$ cat config.mk
export PLATFORM = sky130hd
export DESIGN_NAME = lin_wake_supervisor
export DESIGN_NICKNAME = d
export VERILOG_FILES = /design/src/rtl/lin_sup_pkg.sv /design/src/rtl/lin_sticky_flag.sv /design/src/rtl/lin_wake_fsm.sv /design/src/rtl/lin_idle_timer.sv /design/src/rtl/lin_wake_supervisor.sv
export SDC_FILE = /design/constraint.sdc
export NUM_CORES = 1
export LEC_CHECK = 0
export ABC_AREA = 1
export BUFFER_PORTS_ARGS = -buffer_cell sky130_fd_sc_hd__clkbuf_2
export CORE_MARGIN = 5
export CORE_UTILIZATION = 57
export CTS_CLUSTER_SIZE = 12
export DETAILED_ROUTE_END_ITERATION = 12
export PLACE_DENSITY = 0.82
export REMOVE_ABC_BUFFERS = 1
export SLEW_MARGIN = 20
export SYNTH_ARGS = -nofsm -noshare
export SYNTH_HDL_FRONTEND = slang
export SYNTH_HIERARCHICAL = 1
export SYNTH_SLANG_ARGS = --single-unit
$ cat constraint.sdc
create_clock -name clk -period 2.1 [get_ports clk]
set_input_delay 0.21 -clock clk [delete_from_list [all_inputs] [get_ports clk]]
set_output_delay 0.21 -clock clk [all_outputs]
set_load 0.01 [all_outputs]
$ cat src/rtl/lin_sup_pkg.sv
package lin_sup_pkg;
    typedef enum logic [1:0] {
        WK_REST  = 2'd0,
        WK_ARMED = 2'd1,
        WK_GAP   = 2'd2,
        WK_ROUND = 2'd3
    } wk_state_t;

    localparam int BIT_ROUND = 7;
    localparam int BIT_ONE   = 6;
    localparam int BIT_IDLE  = 4;
    localparam int BIT_BUSY  = 3;
    localparam int MAX_TRIES = 3;
endpackage

$ cat src/rtl/lin_sticky_flag.sv
module lin_sticky_flag (
    input  logic clk,
    input  logic rst_n,
    input  logic set_ev,
    input  logic clr_ev,
    output logic flag
);
    always_ff @(posedge clk or negedge rst_n) begin
        if (!rst_n)      flag <= 1'b0;
        else if (set_ev) flag <= 1'b1;
        else if (clr_ev) flag <= 1'b0;
    end


    set_wins_chk: assert property (@(posedge clk) disable iff (!rst_n)
        set_ev |=> flag);
endmodule

$ cat src/rtl/lin_wake_fsm.sv
module lin_wake_fsm
    import lin_sup_pkg::*;
#(
    parameter int WAKE1_TICKS = 150,
    parameter int WAKE3_TICKS = 1500
) (
    input  logic clk,
    input  logic rst_n,
    input  logic soft_clr,
    input  logic lin_mode,
    input  logic tick,
    input  logic sync_break,
    input  logic wake_sent,
    output logic fire_one,
    output logic fire_round
);
    localparam int LIM_MAX = (WAKE1_TICKS > WAKE3_TICKS) ? WAKE1_TICKS : WAKE3_TICKS;
    localparam int CW      = $clog2(LIM_MAX + 1);
    localparam logic [CW-1:0] L1 = CW'(WAKE1_TICKS - 1);
    localparam logic [CW-1:0] L3 = CW'(WAKE3_TICKS - 1);

    wk_state_t     state_q, state_n;
    logic [CW-1:0] cnt_q, cnt_n;
    logic [1:0]    tries_q, tries_n;
    logic [1:0]    tries_inc;

    assign tries_inc = (tries_q < 2'(MAX_TRIES)) ? tries_q + 2'd1 : tries_q;

    always_ff @(posedge clk or negedge rst_n) begin
        if (!rst_n) begin
            state_q <= WK_REST;
            cnt_q   <= '0;
            tries_q <= '0;
        end else begin
            state_q <= state_n;
            cnt_q   <= cnt_n;
            tries_q <= tries_n;
        end
    end

    always_comb begin
        state_n    = state_q;
        cnt_n      = cnt_q;
        tries_n    = tries_q;
        fire_one   = 1'b0;
        fire_round = 1'b0;
        if (soft_clr || !lin_mode || sync_break) begin
            state_n = WK_REST;
            cnt_n   = '0;
            tries_n = '0;
        end else begin
            unique case (state_q)
                WK_REST: if (wake_sent) begin
                    state_n = WK_ARMED;
                    cnt_n   = '0;
                    tries_n = 2'd1;
                end
                WK_ARMED: begin
                    if (wake_sent) begin
                        cnt_n   = '0;
                        tries_n = tries_inc;
                    end else if (tick) begin
                        if (cnt_q == L1) begin
                            fire_one = 1'b1;
                            cnt_n    = '0;
                            state_n  = (tries_q >= 2'(MAX_TRIES)) ? WK_ROUND : WK_GAP;
                        end else begin
                            cnt_n = cnt_q + 1'b1;
                        end
                    end
                end
                WK_GAP: if (wake_sent) begin
                    state_n = WK_ARMED;
                    cnt_n   = '0;
                    tries_n = tries_inc;
                end
                WK_ROUND: if (tick) begin
                    if (cnt_q == L3) begin
                        fire_round = 1'b1;
                        state_n    = WK_REST;
                        cnt_n      = '0;
                        tries_n    = '0;
                    end else begin
                        cnt_n = cnt_q + 1'b1;
                    end
                end
                default: state_n = WK_REST;
            endcase
        end
    end


    round_after_three_chk: assert property (@(posedge clk) disable iff (!rst_n)
        fire_round |-> tries_q == 2'(MAX_TRIES));


    break_cancels_chk: assert property (@(posedge clk) disable iff (!rst_n)
        $past(sync_break) |-> !fire_round);
endmodule

$ cat src/rtl/lin_idle_timer.sv
module lin_idle_timer #(
    parameter int IDLE_TICKS = 4000
) (
    input  logic clk,
    input  logic rst_n,
    input  logic soft_clr,
    input  logic lin_mode,
    input  logic tick,
    input  logic bus_level,
    output logic fire_idle
);
    localparam int CW = $clog2(IDLE_TICKS + 1);
    localparam logic [CW-1:0] LIM = CW'(IDLE_TICKS);

    logic          prev_q;
    logic          bus_edge;
    logic [CW-1:0] cnt_q;

    assign bus_edge  = bus_level ^ prev_q;
    assign fire_idle = lin_mode && tick && (cnt_q == LIM - 1'b1);

    always_ff @(posedge clk or negedge rst_n) begin
        if (!rst_n) begin
            prev_q <= 1'b1;
            cnt_q  <= '0;
        end else begin
            prev_q <= bus_level;
            if (soft_clr || !lin_mode || bus_edge) cnt_q <= '0;
            else if (tick && cnt_q < LIM)          cnt_q <= cnt_q + 1'b1;
        end
    end


    edge_restarts_chk: assert property (@(posedge clk) disable iff (!rst_n)
        $past(bus_edge) && IDLE_TICKS > 1 |-> !fire_idle);
endmodule

$ cat src/rtl/lin_wake_supervisor.sv
module lin_wake_supervisor
    import lin_sup_pkg::*;
#(
    parameter int WAKE1_TICKS = 150,
    parameter int WAKE3_TICKS = 1500,
    parameter int IDLE_TICKS  = 4000
) (
    input  logic       clk,
    input  logic       rst_n,
    input  logic       lin_mode,
    input  logic       tick,
    input  logic       bus_level,
    input  logic       sync_break,
    input  logic       start_bit,
    input  logic       frame_done,
    input  logic       wake_sent,
    input  logic       soft_rst,
    input  logic       mod_rst,
    input  logic       clr_wr,
    input  logic [7:0] clr_mask,
    input  logic       vec_rd,
    input  logic [1:0] vec_sel,
    input  logic       wake_int_en,
    input  logic       pd_req,
    output logic       pd_grant,
    output logic       wake_irq,
    output logic [7:0] stat
);
    localparam int NFLAG = 3;
    localparam int FBIT [NFLAG] = '{BIT_ONE, BIT_ROUND, BIT_IDLE};

    logic             soft_clr;
    logic             fire_one, fire_round, fire_idle;
    logic [NFLAG-1:0] set_v, clr_v, flag_v;
    logic             busy;

    assign soft_clr = soft_rst | mod_rst;
    assign set_v    = {fire_idle, fire_round, fire_one};

    lin_wake_fsm #(.WAKE1_TICKS(WAKE1_TICKS), .WAKE3_TICKS(WAKE3_TICKS)) u_wake (
        .clk(clk), .rst_n(rst_n), .soft_clr(soft_clr), .lin_mode(lin_mode),
        .tick(tick), .sync_break(sync_break), .wake_sent(wake_sent),
        .fire_one(fire_one), .fire_round(fire_round)
    );

    lin_idle_timer #(.IDLE_TICKS(IDLE_TICKS)) u_idle (
        .clk(clk), .rst_n(rst_n), .soft_clr(soft_clr), .lin_mode(lin_mode),
        .tick(tick), .bus_level(bus_level), .fire_idle(fire_idle)
    );

    for (genvar i = 0; i < NFLAG; i++) begin : g_flag
        assign clr_v[i] = soft_clr
                        | (clr_wr && clr_mask[FBIT[i]])
                        | (vec_rd && vec_sel == 2'(i + 1));
        lin_sticky_flag u_flag (
            .clk(clk), .rst_n(rst_n), .set_ev(set_v[i]),
            .clr_ev(clr_v[i]), .flag(flag_v[i])
        );
    end

    lin_sticky_flag u_busy (
        .clk(clk), .rst_n(rst_n), .set_ev(start_bit),
        .clr_ev(frame_done | soft_clr), .flag(busy)
    );

    always_comb begin
        stat            = '0;
        stat[BIT_ONE]   = flag_v[0];
        stat[BIT_ROUND] = flag_v[1];
        stat[BIT_IDLE]  = flag_v[2];
        stat[BIT_BUSY]  = busy;
    end

    assign wake_irq = pd_req & wake_int_en & busy;
    assign pd_grant = pd_req & ~wake_irq;


    sci_no_single_chk: assert property (@(posedge clk) disable iff (!rst_n)
        $rose(stat[BIT_ONE]) |-> $past(lin_mode));

    sci_no_idle_chk: assert property (@(posedge clk) disable iff (!rst_n)
        $rose(stat[BIT_IDLE]) |-> $past(lin_mode));

    sticky_one_chk: assert property (@(posedge clk) disable iff (!rst_n)
        stat[BIT_ONE] && !clr_v[0] |=> stat[BIT_ONE]);

    busy_set_chk: assert property (@(posedge clk) disable iff (!rst_n)
        start_bit |=> stat[BIT_BUSY]);

    veto_excl_chk: assert property (@(posedge clk) disable iff (!rst_n)
        !(pd_grant && wake_irq));

    reserved_zero_chk: assert property (@(posedge clk) disable iff (!rst_n)
        stat[5] == 1'b0 && stat[2:0] == 3'b000);
endmodule

======== Word level (Yosys, flattened, before mapping) ========
Index checks and enable logic that the tools add are counted.
storage, ports and cells
  register bits ........................... 32
  input port bits ......................... 25
  word-level logic and storage cells ...... 111
operators by class
  add/sub/neg operators ................... 3
  $lt $le $gt $ge ......................... 3
  eq/ne operators ......................... 19
  muxes and demuxes ....................... 40
  bitwise logic cells ..................... 13
  reduce and logical (&&, ||, !) cells .... 24
operators by type and width
  kind                     number
  $mux W11                 7
  $pmux W11 S3             1
  $mux W12                 2
  $mux W2                  10
  $mux W1                  18
  $ne A3 B1 Y1 const B     5
  $add A12 B1 Y12 const B  1
  $eq A12 B12 Y1 const B   1
  $lt A12 B12 Y1 const B   1
  $ne A3 B2 Y1 const B     4
  $pmux W2 S3              2
  $add A11 B1 Y11 const B  1
  $eq A11 B11 Y1 const B   1
  $eq A11 B8 Y1 const B    1
  $reduce_bool A2 Y1       5
  $logic_and A1 B1 Y1      9
  $eq A2 B2 Y1 const B     4
  $or A1 B1 Y1             8
  $reduce_and A6 Y1        1
  $reduce_and A5 Y1        1
  $eq A2 B1 Y1 const B     2
  $ne A4 B3 Y1 const B     1
  $reduce_or A2 Y1         2
  $and A1 B1 Y1            3
  other kinds (9)          11

======== Longest topological paths before layout ========
  depth after elaboration ................. 7
  depth in mapped cells ................... 11

======== Hierarchy ========
Netlist, hierarchy kept.
modules (own cells, without submodules)
  module               instances  cells an instance  area each (um^2)  seq. area each (um^2)
  lin_wake_fsm         1          180                1241.2            375.4
  lin_idle_timer       1          123                854.6             326.6
  lin_sticky_flag      4          5                  40.0              25.0
  lin_wake_supervisor  1          25                 130.1             0.0

======== Least setup slack after synthesis ========
No wires, ideal clock.
  path type ............................... reg-to-reg
  from .................................... register u_wake.state_q[0]
  to ...................................... register u_wake.cnt_q[10]
  setup time .............................. 0.118 ns
  arrival time ............................ 1.336 ns
  setup slack ............................. 0.646 ns
  stages on the path, launching flop included .. 11
  buffers on the path ..................... 0
  cell sequence ........................... dfrtp_1 inv_1 ha_1 nor2_1 nor2_1 nand2_4 nand2_4 nor2_8 nand3_4 nand2_2 nor2_2
between the ends
  longest elaborated chain between the ends .. 4
  elaborated cells on any way between the ends .. 11
  classes of those cells .................. eq/ne (6); mux (2); reduce/logical (3)
ends and longest elaborated chain
  element                                                                RTL line            RTL
  start, declared                                                        lin_wake_fsm.sv:22  wk_state_t state_q, state_n;
  start signal, assigned                                                 lin_wake_fsm.sv:35  state_q <= state_n;
  $eq A2 B2 Y1 / $logic_not A2 Y1 (equally long branches)                lin_wake_fsm.sv:52  unique case (state_q)
  $reduce_or A2 Y1 (no source line)                                      -
  $ne A3 B1 Y1 (no source line) / $pmux W11 S3 (equally long branches)   -
  $reduce_and A3 Y1 (no source line) / $mux W11 (equally long branches)  -
  end signal, assigned                                                   lin_wake_fsm.sv:36  cnt_q <= cnt_n;
  end, declared                                                          lin_wake_fsm.sv:23  logic [CW-1:0] cnt_q, cnt_n;
Several ways; a longest one is shown, not always the timed one.
A chain may end at the register's enable or synchronous reset.

======== Worst setup path after layout ========
  from .................................... register u_wake.state_q[0]
  to ...................................... register u_wake.cnt_q[4]
Same word-level chain as after synthesis.

==> results by group <==
Floorplan
  • Die height: 74.7 um
  • Die X: 74.7 um
  • Cell row count: 23
  • Core area: a little over 4000 um^2
  • Die ar.: 5580 um^2
  • Ports: 35
  • Initial Util: 59.2%

Placed design
  • Routability Congestion: slightly below 0.9
  • Number of placed instances, taps included: 420
  • HPWL Detailed: about 3.8 mm
  • Port bufs: 25

Power
  • Static Leak: between 1 and 1.5 nW
  • Power per cell area: 498 nW/um^2
  • VDD IR-drop max: 0.361 mV
  • Power Total: between 1 and 1.5 mW

STA
  • Fin Clk Skew: about 0.0063 ns
  • RSZ-0062 raised after global routing: false
  • Max Freq: roughly 600 MHz
  • Slew Viols, Final: 0
  • Post-layout min period: between 1.5 and 2 ns
  • Period Utilization, post-route: 79.9%
  • Max transition margin: 45.6%
  • Final setup TNS: 0 ns
  • Final Hold Fails: 0
  • Final Setup Violations: 0
  • Worst-Margin Slew: 0.816 ns

Critical path
  • Crit. End Element: flip-flop
  • Critical Path AT: 1.86 ns
  • Worst-path fanout max: 8
  • Reg2reg path depth: 10
  • Startpoint class of the critical path: flip-flop
  • Worst setup path end: u_wake/cnt_q[4]
  • Required @ worst endpoint: 2.28 ns
  • Reg2reg end: u_wake/cnt_q[4]
  • WS Path Type: flip-flop to flip-flop
  • Crit path from: u_wake/state_q[0]
  • R2R Setup Slk: 0.42 ns
  • Worst r2r src: u_wake/state_q[0]

Yosys
  • Synth cell count leaders: nand2_1, nor2_1, inv_1
  • Syn Inst Count: around 350
  • Sequential area share after synthesis: 33.6%
  • Async SR Flop Fraction: 100%
  • Synthesized area: ~2400 um^2
  • Most common cell in the netlist: nand2_1
  • Synth area leader: dfrtp_1
  • Main flop type after synthesis: dfrtp_1
  • Post-synth top area share: approximately a third
  • Synthesized flop and latch total: 32
  • Post-synthesis cell type count: 32
  • Dominant cells by area after synthesis: dfrtp_1, nand2_1, nor2_1, inv_1, nand3_1
  • Ys Warns: 6
  • EDFF count, synth: 0
  • Mean post-synth cell area: 6.86 um^2

Detailed routing
  • DRT iter0 DRCs: 184
  • Vias: 2219
  • Total Wirelength: approximately 4.9 mm
  • Routed Antenna Nets: 0
  • Drt first pass iters: 4
  • DRC: 0
  • Vias/cell: around 5.2
  • Post-DR wirelength/cell: approximately 12 um

Cells and area
  • Share of cells above drive strength 1: 15.9%
  • Final cell count without fillers: around 430
  • Core Util, Final: about two thirds
  • Final nets: 410
  • N_diodes: 0
  • Synth-to-layout area growth: 10.8%

Clocking
  • Hold Buf Count CTS: 0
  • CTS tree: yes
  • Clock sinks: 32
  • Postcts setup bufs: 0
  • Clock slew at reported path FFs: 0.07 ns
  • H-tree depth: 2
  • Longest Clk Path Bufs: 2
  • Clk Latency, worst-skew pair: between 0.2 and 0.3 ns
  • Post_cts resized: 0
  • Root Driver: clkbuf_8
  • Num CTS Buffers: 5

GRT
  • Total GRT Usage: 19.4%
  • First-pass GRT wire length: 8.47 mm
  • Number of global-route vias before repair: between 2000 and 2500
  • Antenna violations before repair: 0
  • Gr ovfl total: 0
  • Largest net degree at the start of global routing: 33

Job
  • Max_cap viols: 0

Outcome
  • Status: complete, no violations

Min path
  • Hold Path Class: input pin to async pin
[sequential cells by signal, indices dropped and copies added (netlist names)]
name / count
u_idle/cnt_q: 12
u_wake/cnt_q: 11
g_flag.u_flag/flag: 3
u_wake/state_q: 2
u_wake/tries_q: 2
u_busy/flag: 1
u_idle/prev_q: 1
[logic make-up (layout without fill, tap and decap cells)]
family	Yosys count	count (layout)	synth area share [%]
adder cells (fa/ha/maj)	8	8	4.20
AO/OA/AOI/OAI	19	19	5.09
AND/OR/NAND/NOR	223	223	45.2
other	1	4	0.157
flip-flops	32	32	33.6
buffers and inverters	65	92	11.7
[routing by layer]
metal	track usage (%)	wire [um]	up-vias
met4	7.71	48	0
met2	33.4	2320	72
met3	4.54	402	4
li1	-	-	1139
met5	0	0	-
met1	23.4	2170	1004
[through the flow]
step	hold slack (ns)	cell area (um^2)	setup WS, ns
finish	0.00723	2640	0.421
global route	0.0246	2640	0.236
CTS	0.0235	2640	0.413
detailed placement	0.327	2540	0.422
global placement	0.326	2540	0.470
floorplan	-0.0856	2350	0.646
[worst min path at each step]
stage	start	to	slack (ns)	cells past startpoint
global placement	rst_n	u_idle/cnt_q[10]	0.33	1
finish	rst_n	u_idle/cnt_q[8]	0.007	1
floorplan	rst_n	g_flag[0].u_flag/flag	-0.09	0
CTS	bus_level	u_idle/prev_q	0.02	1
global route	bus_level	u_idle/prev_q	0.02	1
detailed placement	bus_level	u_idle/prev_q	0.33	1
[cell usage in the layout, fill, tap and decap left out, types with 2 or more instances in the layout]
cell type	instances
nand2_1	99
nor2_1	55
inv_1	54
dfrtp_1	31
nand3_1	28
clkbuf_2	25
nand4_1	14
ha_1	8
nor3_1	7
o21ai_0	7
clkbuf_8	5
conb_1	4
nand2_4	4
o21ai_2	4
a21oi_1	4
nor2_4	3
inv_2	3
nor2_2	2
nand2_2	2
clkinv_4	2
nand3_4	2
nand4_4	2
[area by class of cell]
class                           instances  area [um^2]
Sequential cell                        32          802
Inverter                               59          231
Fill cell                             350         1390
Clock buffer                            6         72.6
Clock inverter                          2         35.0
Timing Repair Buffer                   25          125
Multi-Input combinational cell        254         1320
Tap cell                               50         62.6
[report_power, final]
| group | total (mW) | internal, mW | switching [mW] |
|---|---|---|---|
| Clock | 0.586 | 0.352 | 0.234 |
| Sequential | 0.624 | 0.621 | 0.00308 |
| Combinational | 0.107 | 0.0341 | 0.0727 |
[worst max-delay path, cell delays in order, from the launching register on]
cell and delay (ns):
dfrtp_1 0.40, inv_1 0.08, ha_1 0.22, nor2_1 0.15
nor2_1 0.09, nand2_4 0.13, nand2_4 0.08, nor2_8 0.14
nand3_4 0.14, nand2_1 0.09, nor2_1 0.04
Note: power is estimated with default switching activity, not from simulation.
